**src/rtl/ssw_pkg.sv**
```systemverilog
// Package: shared constants and helpers for the shared memory switch controller.
// Assumes exactly two processors share the switch.
package ssw_pkg;
    localparam int NSIDE = 2;

    typedef logic side_t;

    // Returns the index of the other processor.
    function automatic side_t peer_of(input side_t s);
        return ~s;
    endfunction
endpackage

```
**src/rtl/ssw_ctl_hold.sv**
```systemverilog
// Module: holds which processor owns control status.
// Handover happens only when the holder clears its own flag while both run.
// Failover moves control to the survivor when exactly one side is down.
// Assumes ctl_clr and down are synchronous to clk.
module ssw_ctl_hold
    import ssw_pkg::*;
(
    input  logic             clk,
    input  logic             rst_n,
    input  logic [NSIDE-1:0] ctl_clr,
    input  logic [NSIDE-1:0] down,
    output side_t            holder,
    output logic [NSIDE-1:0] ctl_flag
);
    side_t holder_q;
    side_t holder_d;
    side_t other;

    // Peer of the present holder.
    always_comb other = peer_of(holder_q);

    // Next holder: failover first, then a voluntary release.
    always_comb begin
        holder_d = holder_q;
        if (down[holder_q] && !down[other]) begin
            holder_d = other;
        end else if ((down == '0) && ctl_clr[holder_q]) begin
            holder_d = other;
        end
    end

    // Holder register, processor 0 after reset.
    always_ff @(posedge clk) begin
        if (!rst_n) holder_q <= 1'b0;
        else        holder_q <= holder_d;
    end

    // Decode the holder into per-side flags.
    always_comb begin
        ctl_flag = '0;
        ctl_flag[holder_q] = 1'b1;
    end

    assign holder = holder_q;
endmodule

```
**src/rtl/ssw_req_bank.sv**
```systemverilog
// Module: per-side software request flags (1 = ask for a closed switch).
// A clear pulse has priority over a set pulse in the same cycle.
module ssw_req_bank
    import ssw_pkg::*;
(
    input  logic             clk,
    input  logic             rst_n,
    input  logic [NSIDE-1:0] req_set,
    input  logic [NSIDE-1:0] req_clr,
    output logic [NSIDE-1:0] req_flag
);
    for (genvar i = 0; i < NSIDE; i++) begin : g_side
        logic flag_q;

        // One request flag for side i.
        always_ff @(posedge clk) begin
            if (!rst_n)          flag_q <= 1'b0;
            else if (req_clr[i]) flag_q <= 1'b0;
            else if (req_set[i]) flag_q <= 1'b1;
        end

        assign req_flag[i] = flag_q;
    end
endmodule

```
**src/rtl/ssw_actuator.sv**
```systemverilog
// Module: switch position with delayed actuation.
// The position moves to the target after it has differed for dly+1 edges.
// force_close holds the switch closed and restarts the count.
module ssw_actuator #(
    parameter int CNT_W = 8
) (
    input  logic             clk,
    input  logic             rst_n,
    input  logic             target,
    input  logic             force_close,
    input  logic [CNT_W-1:0] dly,
    output logic             closed
);
    logic             closed_q;
    logic [CNT_W-1:0] cnt_q;
    logic             differ;

    // Target and position disagree.
    always_comb differ = (target != closed_q);

    // Delay counter and switch position.
    always_ff @(posedge clk) begin
        if (!rst_n) begin
            closed_q <= 1'b0;
            cnt_q    <= '0;
        end else if (force_close) begin
            closed_q <= 1'b1;
            cnt_q    <= '0;
        end else if (!differ) begin
            cnt_q    <= '0;
        end else if (cnt_q >= dly) begin
            closed_q <= target;
            cnt_q    <= '0;
        end else begin
            cnt_q    <= cnt_q + 1'b1;
        end
    end

    assign closed = closed_q;
endmodule

```
**src/rtl/ssw_ctrl.sv**
```systemverilog
// Module: top of the shared memory switch controller.
// Joins the control holder, the request flags and the actuator.
// Assumes all inputs are synchronous to clk; the reset is synchronous and active low.
module ssw_ctrl
    import ssw_pkg::*;
#(
    parameter int CNT_W = 8
) (
    input  logic             clk,
    input  logic             rst_n,
    input  logic [CNT_W-1:0] act_dly,
    input  logic [1:0]       ctl_clr,
    input  logic [1:0]       req_set,
    input  logic [1:0]       req_clr,
    input  logic [1:0]       cpu_down,
    output logic [1:0]       ctl_flag,
    output logic [1:0]       req_flag,
    output logic             sw_closed,
    output logic [1:0]       full_access
);
    side_t holder;
    logic  target;
    logic  any_down;

    ssw_ctl_hold u_hold (
        .clk      (clk),
        .rst_n    (rst_n),
        .ctl_clr  (ctl_clr),
        .down     (cpu_down),
        .holder   (holder),
        .ctl_flag (ctl_flag)
    );

    ssw_req_bank u_req (
        .clk      (clk),
        .rst_n    (rst_n),
        .req_set  (req_set),
        .req_clr  (req_clr),
        .req_flag (req_flag)
    );

    // Only the holder's request steers the switch; any shutdown forces it closed.
    always_comb begin
        target   = req_flag[holder];
        any_down = |cpu_down;
    end

    ssw_actuator #(.CNT_W(CNT_W)) u_act (
        .clk         (clk),
        .rst_n       (rst_n),
        .target      (target),
        .force_close (any_down),
        .dly         (act_dly),
        .closed      (sw_closed)
    );

    // Joined-bus grant: closed switch, holding side, side running.
    for (genvar i = 0; i < NSIDE; i++) begin : g_acc
        assign full_access[i] = sw_closed & ctl_flag[i] & ~cpu_down[i];
    end
endmodule

```
**config.mk**
```make
export PLATFORM = sky130hd
export DESIGN_NAME = ssw_ctrl
export DESIGN_NICKNAME = d
export VERILOG_FILES = /design/src/rtl/ssw_pkg.sv /design/src/rtl/ssw_ctl_hold.sv /design/src/rtl/ssw_req_bank.sv /design/src/rtl/ssw_actuator.sv /design/src/rtl/ssw_ctrl.sv
export SDC_FILE = /design/constraint.sdc
export NUM_CORES = 1
export LEC_CHECK = 0
export BUFFER_PORTS_ARGS = -buffer_cell sky130_fd_sc_hd__buf_4
export CAP_MARGIN = 20
export CORE_UTILIZATION = 45
export CTS_BUF_LIST = sky130_fd_sc_hd__clkbuf_8
export CTS_CLUSTER_SIZE = 16
export DETAILED_ROUTE_END_ITERATION = 12
export GPL_TIMING_DRIVEN = 0
export PLACE_DENSITY = 0.85
export SETUP_SLACK_MARGIN = 0.2
export SLEW_MARGIN = 10
export SYNTH_ARGS = -nofsm -noshare
export SYNTH_HDL_FRONTEND = slang
export SYNTH_SLANG_ARGS = --single-unit
```
**constraint.sdc**
```tcl
create_clock -name clk -period 1.5 [get_ports clk]
set_clock_uncertainty 0.05 [all_clocks]
set_input_delay 0.15 -clock clk [delete_from_list [all_inputs] [get_ports clk]]
set_output_delay 0.15 -clock clk [all_outputs]
set_load 0.05 [all_outputs]
```
==> impl_metrics.ini <==
[status]
status = finished, violations left
failed_checks = setup timing

[power]
combPwrFrac_pct = 23.4
ir_drop_mv = 0.730
internal_power_mw = 0.588
power-per-cell-area_nw_per_um2 = 695
swShare_pct = 26.8
clkPwrFrac_pct = 35.1
p_sw_mw = 0.216
fin_total_pwr_mw = 0.804
p_leak_nw = 0.519
seq_power_share_pct = 41.6

[setup_path]
critPathTopFamily = simple AND/OR/NAND/NOR gates
path_max_fanout = 8
r2r_slack_ps = -120
cp_slowest_cell = dfxtp_4
cp-start-kind = flop
arrival_ps = 1690
cp_cell_sequence = ha_4, nand2_2, or3_4, o2111ai_4, nor2_1
r2r_end = u_act.cnt_q[1]
cpPeakStageDelay_ps = 350
rr_startpoint = u_act.cnt_q[7]
r2r_cells = 5
critPathCaptureType = flop
worstSetupPathType = flop to flop
worstPathRequired_ps = 1570
cp.buffers_inverters = 0

[timing]
rsz0062_at_grt = yes
fin_crit_sh_pct = 108
setup_ws_ps = -120
max_freq_mhz = 617
finalHoldViolations = 0
drv_slew = 0
worst_pin_slew_ps = 289
slew_headroom_pct = 80.2
finalSetupViolCount = 9
fin_hold_ws_ps = 15.1
min_period_ps = 1620

[grt]
grt_pass1_wl_um = 2870
grt_max_degree = 9
track_usage_pct = 20.7
antenna_found_initial = 0
grt_pass1_vias = 691
grt.overflow.total = 0

[clocking]
postCtsHoldBufs = 0
cts_buffers = 3
cts_sinks = 12
clkSlewWorstSetupHoldPaths_ps = 50
clock_latency_ps = 240
cts_tree = yes
cts_htree_levels = 1
clockBufferDepth = 2
cts_root_buf = clkbuf_8

[synthesis]
ys_warn_count = 0
synthArstFlopShare_pct = 0
synthFlopType = dfxtp_1
ys_ff_latch = 12
synth_nets = 113
ys_top_cells_by_area = dfxtp_1 32%, ha_1 15%, nor2_1 6.9%
synth_top_area_share_pct = 31.6
yosysSeqAreaShare_pct = 31.6
syn-instance-count = 86
synth_cell_types = 24
yosysMostFrequentCell = nor2_1
syn_avg_cell_area_um2 = 8.83
synth_top_area_cell = dfxtp_1
synth_area_um2 = 759
synth_edf_count = 0
synth_common_cells = 14 x nor2_1, 12 x dfxtp_1, 10 x inv_1, 9 x ha_1, 6 x nand2_1

[routing]
routed_via_density = 5.11
finalWirelength_um = 1580
ant_nets = 0
remaining_drc_errors = 0
detail_route.wl_per_cell_um = 11.9
drt_pass1_iterations = 2
drt_iter0_markers = 8
num_vias = 680

[die]
coreArea_um2 = 1540
io_pins = 25
die_x_um = 43.1
rows = 14
die_area_um2 = 1860
start_util_pct = 49.3
die_y_um = 43.1

[placement]
numPortBuffers = 24
hpwl_um = 1230
gp_congestion = 0.710

[cells_and_area]
drive_gt1_share_pct = 50.4
diodes = 0
num-fill-cells = 111
nets = 146
area_growth_pct = 52.2

[min_path]
hold_start = req_clr[0]
hold_end = u_req.g_side[0].flag_q
hold_depth = 2
min_path_type = input pin to flop

[flow_run]
maxCapViolations = 0
state kept, by name (all words and copies together), names as in the netlist:
name / flops
u_act.cnt_q: 8
u_req.g_side.flag_q: 2
u_act.closed: 1
u_hold.holder: 1
power by group through the flow:
stage	clock [mW]	sequential (mW)	combinational, mW
6_report	0.282	0.334	0.188
5_1_grt	0.312	0.335	0.202
4_1_cts	0.293	0.336	0.183
3_5_place_dp	0	0.347	0.179
3_3_place_gp	0	0.346	0.173
2_1_floorplan	0	0.353	0.105
cell type report:
type	count	area, um2	share of cell area [%]
Timing Repair Buffer	28	210	18.2
Sequential cell	12	260	22.5
Multi-Input combinational cell	60	557	48.2
Buffer	4	30.0	2.60
Clock buffer	3	41.3	3.57
Inverter	10	37.5	3.25
Tap cell	16	20.0	1.73
layer usage:
layer | track usage (%) | vias to the layer above | part of all wire, % | routed length, um
li1 | - | 346 | - | -
met1 | 21.9 | 320 | 40 | 627
met2 | 37.3 | 14 | 56 | 884
met3 | 8.51 | 0 | 4.1 | 64
met4 | 5.45 | 0 | 0 | 0
met5 | 0 | - | 0 | 0
cell usage in the layout, fill, tap and decap left out, types with 2 or more instances in the layout:
cell type,n
and3_1,2
inv_1,10
dfxtp_2,4
buf_4,32
a21oi_1,2
xor2_1,4
nor2_1,12
mux2i_1,2
nand2_1,4
dfxtp_4,4
ha_1,4
xnor2_1,2
nand2_2,2
dfxtp_1,4
nand3_1,4
ha_4,5
clkbuf_8,3
nor3b_1,2
nor2_2,2
o21ai_0,2
worst max-delay path by stage:
stage | start | depth (start not counted) | endpoint | slack [ps]
finish | u_act.cnt_q[7] | 5 | u_act.cnt_q[1] | -120
global route | u_act.cnt_q[7] | 5 | u_act.cnt_q[1] | -190
CTS | u_act.cnt_q[5] | 5 | u_act.cnt_q[6] | -110
detailed placement | u_act.cnt_q[3] | 5 | u_act.cnt_q[1] | -110
global placement | u_act.cnt_q[7] | 5 | u_act.cnt_q[0] | -60
floorplan | u_act.cnt_q[4] | 5 | u_act.cnt_q[2] | 20
cell families (layout without fill, tap and decap cells):
family,Yosys count,after routing,share of synthesized area (%)
muxes,2,2,2.64
buffers and inverters,14,45,8.90
DFF,12,12,31.6
adders and majority gates,9,9,14.8
xor gates and xnor gates,7,7,9.06
and+or+nand+nor,32,32,20.3
AOI/OAI and AO/OA,10,10,12.7
repair_timing:
action                                  in CTS  in global routing
setup buffers                                3                  1
pin swaps                                    6                 11
endpoints found under the setup margin      11                  9
resized for setup                            6                  7
metrics by stage:
stage,setup TNS [ps],std cells,setup WS [ps],instance area [um2],util (%)
6_report,-803,133,-120,1160,75.0
5_1_grt,-1390,133,-187,1160,75.0
4_1_cts,-855,132,-111,1110,72.2
3_5_place_dp,-825,126,-112,1030,66.6
3_3_place_gp,-483,126,-63.2,1030,66.6
2_1_floorplan,0,86,15.2,826,-
Note: power is estimated with default switching activity, not from simulation.
